## config.mk

```make
export PLATFORM = sky130hd
export DESIGN_NAME = can_rx_flags
export DESIGN_NICKNAME = d
export VERILOG_FILES = /design/src/rtl/can_rxf_pkg.sv /design/src/rtl/can_rxf_dec.sv /design/src/rtl/can_rxf_bank.sv /design/src/rtl/can_rxf_regif.sv /design/src/rtl/can_rx_flags.sv
export SDC_FILE = /design/constraint.sdc
export NUM_CORES = 1
export LEC_CHECK = 0
export ABC_CLOCK_PERIOD_IN_PS = 1900
export BUFFER_PORTS_ARGS = -buffer_cell sky130_fd_sc_hd__clkbuf_2
export CORE_MARGIN = 3
export CORE_UTILIZATION = 43
export DETAILED_ROUTE_END_ITERATION = 6
export PLACE_DENSITY_LB_ADDON = 0.25
export SETUP_SLACK_MARGIN = 0.3
export SYNTH_ARGS = -nofsm -noshare
export SYNTH_HDL_FRONTEND = slang
export SYNTH_SLANG_ARGS = --single-unit
```

## constraint.sdc

```tcl
create_clock -name clk -period 1.9 [get_ports clk]
set_input_delay 0.285 -clock clk [delete_from_list [all_inputs] [get_ports clk]]
set_output_delay 0.285 -clock clk [all_outputs]
set_load 0.005 [all_outputs]
```

## src/rtl/can_rxf_pkg.sv

```systemverilog
package can_rxf_pkg;
  localparam int NUM_BUF  = 16;
  localparam int BYTE_W   = 8;
  localparam int IDX_W    = $clog2(NUM_BUF);
  localparam int NUM_LANE = NUM_BUF / BYTE_W;

  // which flag vector a bus access targets
  typedef enum logic [1:0] {
    REG_NONE = 2'd0,
    REG_RC   = 2'd1,
    REG_RT   = 2'd2
  } reg_sel_e;
endpackage

```

## src/rtl/can_rxf_dec.sv

```systemverilog
module can_rxf_dec #(
  parameter int NB = 16,
  parameter int IW = 4
) (
  input  logic          valid_i,
  input  logic [IW-1:0] idx_i,
  output logic [NB-1:0] vec_o
);
  always_comb begin
    vec_o = '0;
    if (valid_i) vec_o[idx_i] = 1'b1;
  end
endmodule

```

## src/rtl/can_rxf_bank.sv

```systemverilog
module can_rxf_bank #(
  parameter int NB    = 16,
  parameter int BW    = 8,
  parameter int LANES = NB / BW
) (
  input  logic             clk,
  input  logic             rst_n,
  input  logic [NB-1:0]    set_i,
  input  logic [NB-1:0]    hclr_i,
  input  logic [LANES-1:0] wr_lane_i,
  input  logic [BW-1:0]    wdata_i,
  output logic [NB-1:0]    flags_o
);
  logic [NB-1:0] swclr;

  // a written 0 clears, a written 1 is ignored
  for (genvar l = 0; l < LANES; l++) begin : g_lane
    assign swclr[l*BW +: BW] = wr_lane_i[l] ? ~wdata_i : '0;
  end

  // set has priority over both hardware and software clears
  always_ff @(posedge clk or negedge rst_n) begin
    if (!rst_n) flags_o <= '0;
    else        flags_o <= set_i | (flags_o & ~hclr_i & ~swclr);
  end
endmodule

```

## src/rtl/can_rxf_regif.sv

```systemverilog
module can_rxf_regif
  import can_rxf_pkg::*;
#(
  parameter int NB     = 16,
  parameter int BW     = 8,
  parameter int AW     = 8,
  parameter logic [AW-1:0] BASE = 8'h48,
  parameter int LANES  = NB / BW,
  parameter int LSEL_W = (LANES > 1) ? $clog2(LANES) : 1
) (
  input  logic             sel_i,
  input  logic             wr_i,
  input  logic             rmw_i,
  input  logic [AW-1:0]    addr_i,
  input  logic [BW-1:0]    unused_w_i,
  input  logic [NB-1:0]    rc_i,
  input  logic [NB-1:0]    rt_i,
  output logic [LANES-1:0] rc_lane_o,
  output logic [LANES-1:0] rt_lane_o,
  output logic [BW-1:0]    rdata_o
);
  localparam int BLK_W = LSEL_W + 1;
  localparam logic [AW-1:0] SPAN = AW'(2 * LANES);

  reg_sel_e          which;
  logic [LSEL_W-1:0] lane;
  logic [AW-1:0]     offs;
  logic              hit;
  logic [BW-1:0]     rc_b, rt_b;

  assign offs = addr_i - BASE;
  assign hit  = sel_i && (addr_i >= BASE) && (offs < SPAN);
  assign lane = offs[LSEL_W-1:0];

  always_comb begin
    which = REG_NONE;
    if (hit) which = offs[BLK_W-1] ? REG_RT : REG_RC;
  end

  for (genvar l = 0; l < LANES; l++) begin : g_we
    assign rc_lane_o[l] = wr_i && (which == REG_RC) && (lane == LSEL_W'(l));
    assign rt_lane_o[l] = wr_i && (which == REG_RT) && (lane == LSEL_W'(l));
  end

  assign rc_b = rc_i[lane*BW +: BW];
  assign rt_b = rt_i[lane*BW +: BW];

  always_comb begin
    unique case (which)
      REG_RC:  rdata_o = rmw_i ? '1 : rc_b;
      REG_RT:  rdata_o = rmw_i ? '1 : rt_b;
      default: rdata_o = '0;
    endcase
  end

  logic unused_ok;
  assign unused_ok = ^unused_w_i;
endmodule

```

## src/rtl/can_rx_flags.sv

```systemverilog
module can_rx_flags
  import can_rxf_pkg::*;
#(
  parameter int NB = NUM_BUF,
  parameter int BW = BYTE_W,
  parameter int AW = 8,
  parameter logic [AW-1:0] BASE = 8'h48,
  parameter int IW = $clog2(NB),
  parameter int LANES = NB / BW
) (
  input  logic          clk,
  input  logic          rst_n,
  input  logic          rx_done,
  input  logic [IW-1:0] rx_buf,
  input  logic          rx_remote,
  input  logic          tx_done,
  input  logic [IW-1:0] tx_buf,
  input  logic [NB-1:0] rx_irq_en,
  input  logic          bus_sel,
  input  logic          bus_wr,
  input  logic          bus_rmw,
  input  logic [AW-1:0] bus_addr,
  input  logic [BW-1:0] bus_wdata,
  output logic [BW-1:0] bus_rdata,
  output logic          rx_irq
);
  logic [NB-1:0]    rx_vec, tx_vec, rem_vec, dat_vec;
  logic [NB-1:0]    rc_q, rt_q;
  logic [LANES-1:0] rc_lane, rt_lane;

  can_rxf_dec #(.NB(NB), .IW(IW)) u_rx_dec (
    .valid_i(rx_done), .idx_i(rx_buf), .vec_o(rx_vec));
  can_rxf_dec #(.NB(NB), .IW(IW)) u_tx_dec (
    .valid_i(tx_done), .idx_i(tx_buf), .vec_o(tx_vec));

  assign rem_vec = rx_remote ? rx_vec : '0;
  assign dat_vec = rx_remote ? '0 : rx_vec;

  can_rxf_regif #(.NB(NB), .BW(BW), .AW(AW), .BASE(BASE)) u_regif (
    .sel_i(bus_sel), .wr_i(bus_wr), .rmw_i(bus_rmw), .addr_i(bus_addr),
    .unused_w_i(bus_wdata), .rc_i(rc_q), .rt_i(rt_q),
    .rc_lane_o(rc_lane), .rt_lane_o(rt_lane), .rdata_o(bus_rdata));

  can_rxf_bank #(.NB(NB), .BW(BW)) u_rc_bank (
    .clk(clk), .rst_n(rst_n), .set_i(rx_vec), .hclr_i('0),
    .wr_lane_i(rc_lane), .wdata_i(bus_wdata), .flags_o(rc_q));

  can_rxf_bank #(.NB(NB), .BW(BW)) u_rt_bank (
    .clk(clk), .rst_n(rst_n), .set_i(rem_vec), .hclr_i(dat_vec | tx_vec),
    .wr_lane_i(rt_lane), .wdata_i(bus_wdata), .flags_o(rt_q));

  assign rx_irq = |(rc_q & rx_irq_en);
endmodule

```

== After elaboration in Yosys (flattened, before gate mapping) ==
Index checks and enable logic that the tools add are counted.

* Register bits after elaboration: 32
* Bits in latches: 0
* RAM bits: 0
* ROM bits: 0
* Input port bits: 48
* Output and inout bits: 9
* Word-level logic and storage cells: 53
* Memories kept: 0

* $add $sub $neg: 1
* Multipliers: 0
* Divide/modulo/power cells: 0
* Magnitude comparators: 6
* Eq/ne operators: 2
* Shifts and indexed selects: 2
* Multiplexer cells: 17
* Bitwise logic cells: 12
* Reductions and logical operators: 11

{| class="wikitable"
|+ Operators with widths
! cell !! number
|-
| $and 16x16->16 || 4
|-
| $mux 16 || 4
|-
| $mux 8 || 6
|-
| $not 16->16 || 3
|-
| $or 16x16->16 || 3
|-
| $shiftx 16x5->8 || 2
|-
| $pmux 8 s2 || 1
|-
| $reduce_or 16->1 || 1
|-
| $logic_and 1x1->1 || 10
|-
| $lt 4x5->1 const B || 2
|-
| $demux 1 s4 || 2
|-
| $ge 4x1->1 const B || 2
|-
| $ge 8x7->1 const B || 1
|-
| $lt 8x3->1 const B || 1
|-
| $not 8->8 || 1
|-
| $sub 8x7->8 const B || 1
|-
| $mux 2 || 2
|-
| $eq 2x1->1 const B || 1
|-
| $eq 2x2->1 const B || 1
|-
| $mux 1 || 2
|-
| $not 1->1 || 1
|}

== Depth between registers and ports, before layout ==
Gate-level depths: netlist (run 1).

* Depth in word-level cells: 11
* Mapped depth: 6
* Mapped depth without buffers: 5

== By module ==
A second synthesis (run 1) with hierarchy kept.

* Cells, all modules: 262
* Area total of the unflattened synthesis: 2408.6 µm²

{| class="wikitable"
|+ By module, submodules not included
! module !! instances !! cells each !! area an instance (µm²) !! sequential area each (µm²)
|-
| can_rxf_bank || 2 || 64 || 700.7 || 400.4
|-
| can_rxf_regif || 1 || 43 || 411.6 || 0.0
|-
| can_rx_flags || 1 || 45 || 360.3 || 0.0
|-
| can_rxf_dec || 2 || 23 || 117.6 || 0.0
|}

== Least setup slack after synthesis (run 1) ==
OpenSTA, ideal clock, no wires.

* Path type: input -> output
* Start: input port bus_addr[3]
* End: output port bus_rdata[0]
* Data arrival time: 1.209 ns
* Required time: 1.615 ns
* Slack: 0.406 ns
* Stages: 5
* Path buffers: 0
* Cells stage by stage: inv_1 > ha_1 > nand2_1 > nor3_2 > o21a_1

* Longest elaborated chain between the ends: 6
* Elaborated cells between the ends (all ways): 9
* Those cells by class: add/sub (1); order compare (2); eq/ne (2); mux (2); reduce/logical (2)

{| class="wikitable"
|+ RTL lines
! item !! line !! text
|-
| start: declaration || can_rx_flags.sv:22 || <nowiki>input logic [AW-1:0] bus_addr,</nowiki>
|-
| $sub 8x7->8 / $ge 8x7->1 (equally long branches) || can_rxf_regif.sv:31, can_rxf_regif.sv:32 ||
|-
| $lt 8x3->1 / $logic_and 1x1->1 (equally long branches) || can_rxf_regif.sv:32 || <nowiki>assign hit = sel_i && (addr_i >= BASE) && (offs < SPAN);</nowiki>
|-
| $logic_and 1x1->1 (*) || can_rxf_regif.sv:32 ||
|-
| $mux 2 (*) || can_rxf_regif.sv:37 || <nowiki>if (hit) which = offs[BLK_W-1] ? REG_RT : REG_RC;</nowiki>
|-
| $eq 2x2->1 / $eq 2x1->1 (equally long branches) || can_rxf_regif.sv:49 || <nowiki>unique case (which)</nowiki>
|-
| $pmux 8 s2 (*) || can_rxf_regif.sv:49 ||
|-
| end: declaration || can_rx_flags.sv:24 || <nowiki>output logic [BW-1:0] bus_rdata,</nowiki>
|}

Mark *: on every way between the ends. The rest lies on a longest branch, timed or not.

== Final worst setup path (run 1) ==
* Start: register u_rc_bank.flags_o[0]
* End: output port bus_rdata[0]

* Longest elaborated chain between the ends: 3

{| class="wikitable"
|+ RTL lines
! item !! line !! text
|-
| start: declaration || can_rxf_bank.sv:12 || <nowiki>output logic [NB-1:0] flags_o</nowiki>
|-
| start signal: assignment || can_rxf_bank.sv:24 || <nowiki>else flags_o <= set_i | (flags_o & ~hclr_i & ~swclr);</nowiki>
|-
| $shiftx 16x5->8 || can_rxf_regif.sv:45 || <nowiki>assign rc_b = rc_i[lane*BW +: BW];</nowiki>
|-
| $mux 8 || can_rxf_regif.sv:50 || <nowiki>REG_RC: rdata_o = rmw_i ? '1 : rc_b;</nowiki>
|-
| $pmux 8 s2 || can_rxf_regif.sv:49 ||
|}

No other way between the ends.

==> implementation parameters, run 1 <==
Parameter                              Value

Power and ir drop
  Power per Cell Area    590 mW/mm^2
  Worst ir drop on vdd    0.297 mV
  Reported leakage power    1.29 nW

Layout
  Number of fill cells in the layout    520
  Final net count    387
  Number of antenna repair diodes    0
  Layout Cells excl Fill    411
  Layout cell share with drive strength beyond 1    0.339
  Area Growth Syn to Fin    25.3%
  Finished Core Util    0.568

Setup path
  Critical path, cell by cell    mux4_2, o21a_1, clkbuf_2
  Critical Path Sink Type    output port
  Max stage delay on crit path    0.48 ns
  Required time worst endpoint    1.62 ns
  Startpoint kind of the worst setup timing path    flop
  CP Max Fanout    3
  Slowest stage cell, crit path    sky130_fd_sc_hd__mux4_2
  Kind of cell with the highest combined delay on the critical path    multiplexers
  Signal arrival time at the worst endpoint    1.49 ns
  Number of buffers and inverters on the critical path    1
  Crit Path Class    reg2out

CTS
  Clock sink count    32
  Number of buffers inserted during clock tree synthesis    5
  Clock-pin slew of the registers on the worst-case setup and hold paths    0.07 ns
  Total number of H-tree levels    2
  Count of hold buffers inserted by post-cts repair    0
  CTS tree    done
  Clock latency of the later-clocked register in the worst-skew pair    0.29 ns
  Max Buffers Root-to-Sink    2
  Cell at the root of the clock tree    sky130_fd_sc_hd__clkbuf_8

Yosys
  Total number of yosys warnings    0
  Number of nets produced by synthesis    324
  Proportion of synthesized chip area in sequential cells    0.315
  Post-synth EDFFs    0
  Post-synth top flop    sky130_fd_sc_hd__dfrtp_1
  Count of different cell masters after synthesis    37
  Flops & latches, synth    32
  Synth Area per Inst    9.24 sq um
  Cells after Synth    275
  Netlist area before placement    0.00254 sq mm
  Async SR Flop Fraction    1.00

Timing
  Relative max-transition margin    0.463
  Post-route clock period utilization    0.935
  Clock skew    0 ns
  Highest attainable clock frequency    0.563 GHz
  Unrepaired setup endpoints after global routing    true
  Transition time at the pin with the least slew margin    0.806 ns
  Count of pins over their slew limit    0
  Time the worst path needs with I/O delays and setup    1.78 ns
  Final-layout worst hold slack    0.0791 ns
  Total Negative Setup Slacks    0 ns
  Final setup viols    0
  Final hold violations    0
  Setup slack after layout    0.123 ns

Global routing
  Via count of the first global-routing pass    2,533
  Total global routing overflow    0
  GRT Total Usage    0.235
  Number of antenna violations at the first check in global routing    0
  Wire length of the first global-routing pass    13,000 microns
  Largest net degree at the start of global routing    33

Placement
  Half-perimeter wire length after detailed placement    5990 microns
  Placement-stage worst setup slack    0.175 ns
  Final RePlAce weighted congestion    0.913
  PortBufs    56
  Number of cells in the design after placement    390

Detailed routing
  Total via count after detailed routing    2,612
  Final antenna-violating net count    0
  1st-iter DRT viols    252
  Routed via count divided by cell count    6.36
  Avg WL per Cell    19.4 microns
  Drt drc    0
  Length of the first detailed-routing pass in iterations    4
  Final wirelength    7960 microns

Run status
  Run status    completed

Die
  I/O pins    57
  Die footprint    0.00687 sq mm
  Die W    82.9 microns
  Starting utilization of the core area    0.453
  Number of standard-cell rows in the floorplan    27
  Die Y    82.9 microns
  Std-Cell Core Area    0.00561 sq mm

Job
  Max-cap violation count    0

Min path
  Class of the most critical hold timing path    in2async
## final cells by class
class / count / area (sq um) / share of cell area
sequential: 32 / 801 / 0.252
clock inverter: 2 / 35.0 / 0.0110
multi-input combinational: 196 / 1570 / 0.492
tap: 72 / 90.1 / 0.0283
inverter: 18 / 67.6 / 0.0212
timing repair buffer: 85 / 552 / 0.173
clock buffer: 6 / 72.6 / 0.0228
## per-layer routing
| metal | vias up | wire, microns | track usage | share of wire |
|---|---|---|---|---|
| li1 | 1218 | - | - | - |
| met1 | 1257 | 3270 | 0.307 | 0.41 |
| met2 | 112 | 3770 | 0.364 | 0.47 |
| met3 | 25 | 566 | 0.0565 | 0.071 |
| met4 | 0 | 352 | 0.116 | 0.044 |
| met5 | - | 0 | 0 | 0 |
## cell families (layout without fill, tap and decap cells)
kind of cell / Yosys count / in the layout / share of synthesized area
adder cells (fa/ha/maj): 1 / 1 / 0.00492
multiplexers: 8 / 8 / 0.0709
flip-flops: 32 / 32 / 0.315
XOR/XNOR: 1 / 1 / 0.00640
buffers and inverters: 47 / 111 / 0.0798
AND/OR/NAND/NOR: 122 / 122 / 0.352
AO/OA/AOI/OAI: 64 / 64 / 0.171
## power breakdown
group / switching [W] / leakage, nW / internal (W)
logic: 0.000240 / 0.881 / 0.000205
registers: 0.0000417 / 0.352 / 0.000742
clock network: 0.000259 / 0.0552 / 0.000389
total: 0.000540 / 1.29 / 0.00134
## final timing paths
kind                                             from               endpoint  slack (ns)  cells past startpoint
worst max-delay path             u_rc_bank.flags_o[0]           bus_rdata[0]        0.12                      3
worst min-delay path                            rst_n   u_rt_bank.flags_o[1]        0.08                      1
worst max register to register  u_rt_bank.flags_o[10]  u_rt_bank.flags_o[10]        0.96                      4
worst min register to register  u_rc_bank.flags_o[15]  u_rc_bank.flags_o[15]        0.54                      2
max in group asynchronous                       rst_n  u_rt_bank.flags_o[15]        1.31                      1
min in group clk                         bus_wdata[4]   u_rc_bank.flags_o[4]        0.42                      4
## registers in the layout (all words and copies together) (netlist names)
register and flops:
u_rc_bank.flags_o 16, u_rt_bank.flags_o 16
## worst register-to-register path, stage by stage, from the launching register on
cell                      delay, ns
sky130_fd_sc_hd__dfrtp_1       0.36
sky130_fd_sc_hd__buf_4         0.11
sky130_fd_sc_hd__buf_4         0.09
sky130_fd_sc_hd__o21ai_0       0.07
sky130_fd_sc_hd__o31ai_1       0.22
## cell usage after synthesis (all sizes together) (5+ instances only)
cell type	n	area [sq um]
inv	18	67.6
o31ai	16	120
o21ai	16	80.1
dfrtp	32	801
nor2	13	48.8
nand4bb	17	191
nand4b	8	70.1
o22ai	12	75.1
o21a	8	60.1
nand3	14	70.1
buf	15	82.6
nor4	32	238
or4b	8	80.1
clkbuf	14	52.6
mux4	8	180
nor3	5	30.0
nand4	5	31.3
## layout by cell type, fill, tap and decap left out, types with 5 or more instances in the layout
| cell type | instances |
|---|---|
| sky130_fd_sc_hd__buf_4 | 24 |
| sky130_fd_sc_hd__clkbuf_2 | 56 |
| sky130_fd_sc_hd__clkbuf_8 | 5 |
| sky130_fd_sc_hd__dfrtp_1 | 32 |
| sky130_fd_sc_hd__inv_1 | 18 |
| sky130_fd_sc_hd__mux4_2 | 8 |
| sky130_fd_sc_hd__nand3_1 | 14 |
| sky130_fd_sc_hd__nand4_1 | 5 |
| sky130_fd_sc_hd__nand4b_1 | 8 |
| sky130_fd_sc_hd__nand4bb_1 | 17 |
| sky130_fd_sc_hd__nor2_1 | 13 |
| sky130_fd_sc_hd__nor4_1 | 26 |
| sky130_fd_sc_hd__nor4_2 | 6 |
| sky130_fd_sc_hd__o21a_1 | 8 |
| sky130_fd_sc_hd__o21ai_0 | 16 |
| sky130_fd_sc_hd__o22ai_1 | 12 |
| sky130_fd_sc_hd__o31ai_1 | 16 |
| sky130_fd_sc_hd__or4b_1 | 8 |
## through the flow
stage	instance area, sq um	power (W)
floorplan	2540	0.00103
global placement	2950	0.00120
detailed placement	2950	0.00121
CTS	3160	0.00186
global route	3180	0.00196
finish	3180	0.00188
## repair_timing
item | CTS | global route
gates resized for setup | 4 | 2
setup buffers | 11 | 2
setup endpoints to repair | 9 | 9
cloned | 0 | 0
pin swaps | 1 | 2
endpoints found under the hold margin | 0 | 0
Power figures use the tool's default switching activity.
==> run 2: changes to the inputs <==
Settings changed: CORE_ASPECT_RATIO set to 0.6, CTS_CLUSTER_SIZE set to 8, REMOVE_ABC_BUFFERS set to 1.
==> implementation parameters, run 2 (synthesis results as in run 1) <==
Parameter                              Value

Die
  Die Y    65.5 microns
  Die W    105 microns
  Die footprint    0.00690 sq mm
  Starting utilization of the core area    0.472
  Std-Cell Core Area    0.00538 sq mm
  Number of standard-cell rows in the floorplan    20
  I/O pins    57

Global routing
  Wire length of the first global-routing pass    12,600 microns
  Via count of the first global-routing pass    2,186
  Total global routing overflow    0
  Number of antenna violations at the first check in global routing    0
  GRT Total Usage    0.241
  Largest net degree at the start of global routing    33

Timing
  Relative max-transition margin    0.458
  Post-route clock period utilization    0.925
  Transition time at the pin with the least slew margin    0.813 ns
  Final setup viols    0
  Unrepaired setup endpoints after global routing    true
  Clock skew    0 ns
  Time the worst path needs with I/O delays and setup    1.76 ns
  Count of pins over their slew limit    0
  Final-layout worst hold slack    0.0716 ns
  Highest attainable clock frequency    0.569 GHz
  Final hold violations    0

CTS
  Cell at the root of the clock tree    sky130_fd_sc_hd__clkbuf_8
  Max Buffers Root-to-Sink    2
  Clock sink count    32
  Number of buffers inserted during clock tree synthesis    5
  Count of hold buffers inserted by post-cts repair    0
  Clock latency of the later-clocked register in the worst-skew pair    0.29 ns
  Clock-pin slew of the registers on the worst-case setup and hold paths    0.07 ns
  CTS tree    done
  Total number of H-tree levels    2

Placement
  PortBufs    56
  Half-perimeter wire length after detailed placement    6170 microns
  Final RePlAce weighted congestion    0.923

Detailed routing
  Drt drc    0
  Routed via count divided by cell count    6.19
  Avg WL per Cell    19.9 microns
  Length of the first detailed-routing pass in iterations    5
  1st-iter DRT viols    360
  Final antenna-violating net count    0
  Total via count after detailed routing    2,555
  Final wirelength    8230 microns

Layout
  Number of antenna repair diodes    0
  Most frequent standard cell in the layout excluding fill and tap cells    sky130_fd_sc_hd__clkbuf_2
  Highest-count cells in the layout ignoring fill and taps    sky130_fd_sc_hd__clkbuf_2 (55), sky130_fd_sc_hd__dfrtp_1 (32), sky130_fd_sc_hd__nor4_1 (26)
  Area Growth Syn to Fin    25.8%
  Final net count    384
  Finished Core Util    0.594
  Layout cell share with drive strength beyond 1    0.339
  Registers with the most flip-flops    u_rc_bank.flags_o (16), u_rt_bank.flags_o (16)
  Number of fill cells in the layout    486

Setup path
  Internal reg-to-reg setup slack    0.87 ns
  Required time worst endpoint    1.62 ns
  CP Capture Point    bus_rdata[1]
  CP Max Fanout    3
  Worst Reg-to-Reg Cells    2
  Crit Reg-Reg Endpoint    u_rt_bank.flags_o[0]
  Signal arrival time at the worst endpoint    1.47 ns
  Crit Path Class    reg2out
  Startpoint of the worst-slack reg-to-reg timing path    u_rt_bank.flags_o[0]
  Critical Path Sink Type    output port
  Startpoint kind of the worst setup timing path    flop
  Timing startpoint of the critical path    u_rc_bank.flags_o[1]

Run status
  Run status    completed

Power and ir drop
  Power per Cell Area    584 mW/mm^2
  Worst ir drop on vdd    0.358 mV
  Reported leakage power    1.29 nW

Job
  Max-cap violation count    0

Min path
  Class of the most critical hold timing path    in2async
## run 2: report_power, final
group,switching [W],total [W],leakage (nW),internal [W]
Sequential,0.0000370,0.000779,0.352,0.000742
Clock,0.000265,0.000654,0.0552,0.000389
Combinational,0.000244,0.000435,0.879,0.000190
Total,0.000546,0.00187,1.29,0.00132
## run 2: metal layers
metal | share of wire | vias to the layer above | routed length [microns] | GRT usage
met5 | 0 | - | 0 | 0
met2 | 0.36 | 145 | 2960 | 0.291
met1 | 0.50 | 1199 | 4100 | 0.396
li1 | - | 1205 | - | -
met4 | 0.0069 | 0 | 57 | 0.0458
met3 | 0.14 | 6 | 1110 | 0.0795
## run 2: how the worst min path moves through the flow
stage,startpoint,end,cells after the start
floorplan,rst_n,u_rc_bank.flags_o[0],0
global placement,rst_n,u_rc_bank.flags_o[4],1
detailed placement,rst_n,u_rc_bank.flags_o[0],1
CTS,rst_n,u_rc_bank.flags_o[0],1
global route,rst_n,u_rc_bank.flags_o[0],1
finish,rst_n,u_rc_bank.flags_o[0],1
## run 2: critical path, stage by stage (launching register included)
cell	delay [ns]
sky130_fd_sc_hd__dfrtp_1	0.44
sky130_fd_sc_hd__mux4_2	0.47
sky130_fd_sc_hd__o21a_1	0.18
sky130_fd_sc_hd__clkbuf_2	0.10
## run 2: what timing repair did
item,4_1_cts,5_1_grt
setup buffers,6,0
setup endpoints to repair,9,9
resized for setup,7,5
pin swaps,2,6
gates cloned,0,0
## run 2: final cells by class
type,count,area (sq um),area share
tap,77,96.3,0.0301
sequential,32,801,0.250
clock buffer,6,72.6,0.0227
timing repair buffer,82,529,0.166
multi-input combinational,196,1600,0.499
inverter,18,67.6,0.0211
clock inverter,2,35.0,0.0110
## run 2: through the flow
step | worst slack [ns] | std cells | area (sq um) | power [W] | TNS (ns)
final | 0.142 | 413 | 3200 | 0.00187 | 0
after global routing | 0.0913 | 413 | 3200 | 0.00194 | 0
after CTS | 0.146 | 413 | 3170 | 0.00185 | 0
after detailed placement | 0.147 | 399 | 2980 | 0.00120 | 0
after global placement | 0.179 | 399 | 2980 | 0.00119 | 0
after floorplan | -0.397 | 246 | 2410 | 0.000980 | -3.51
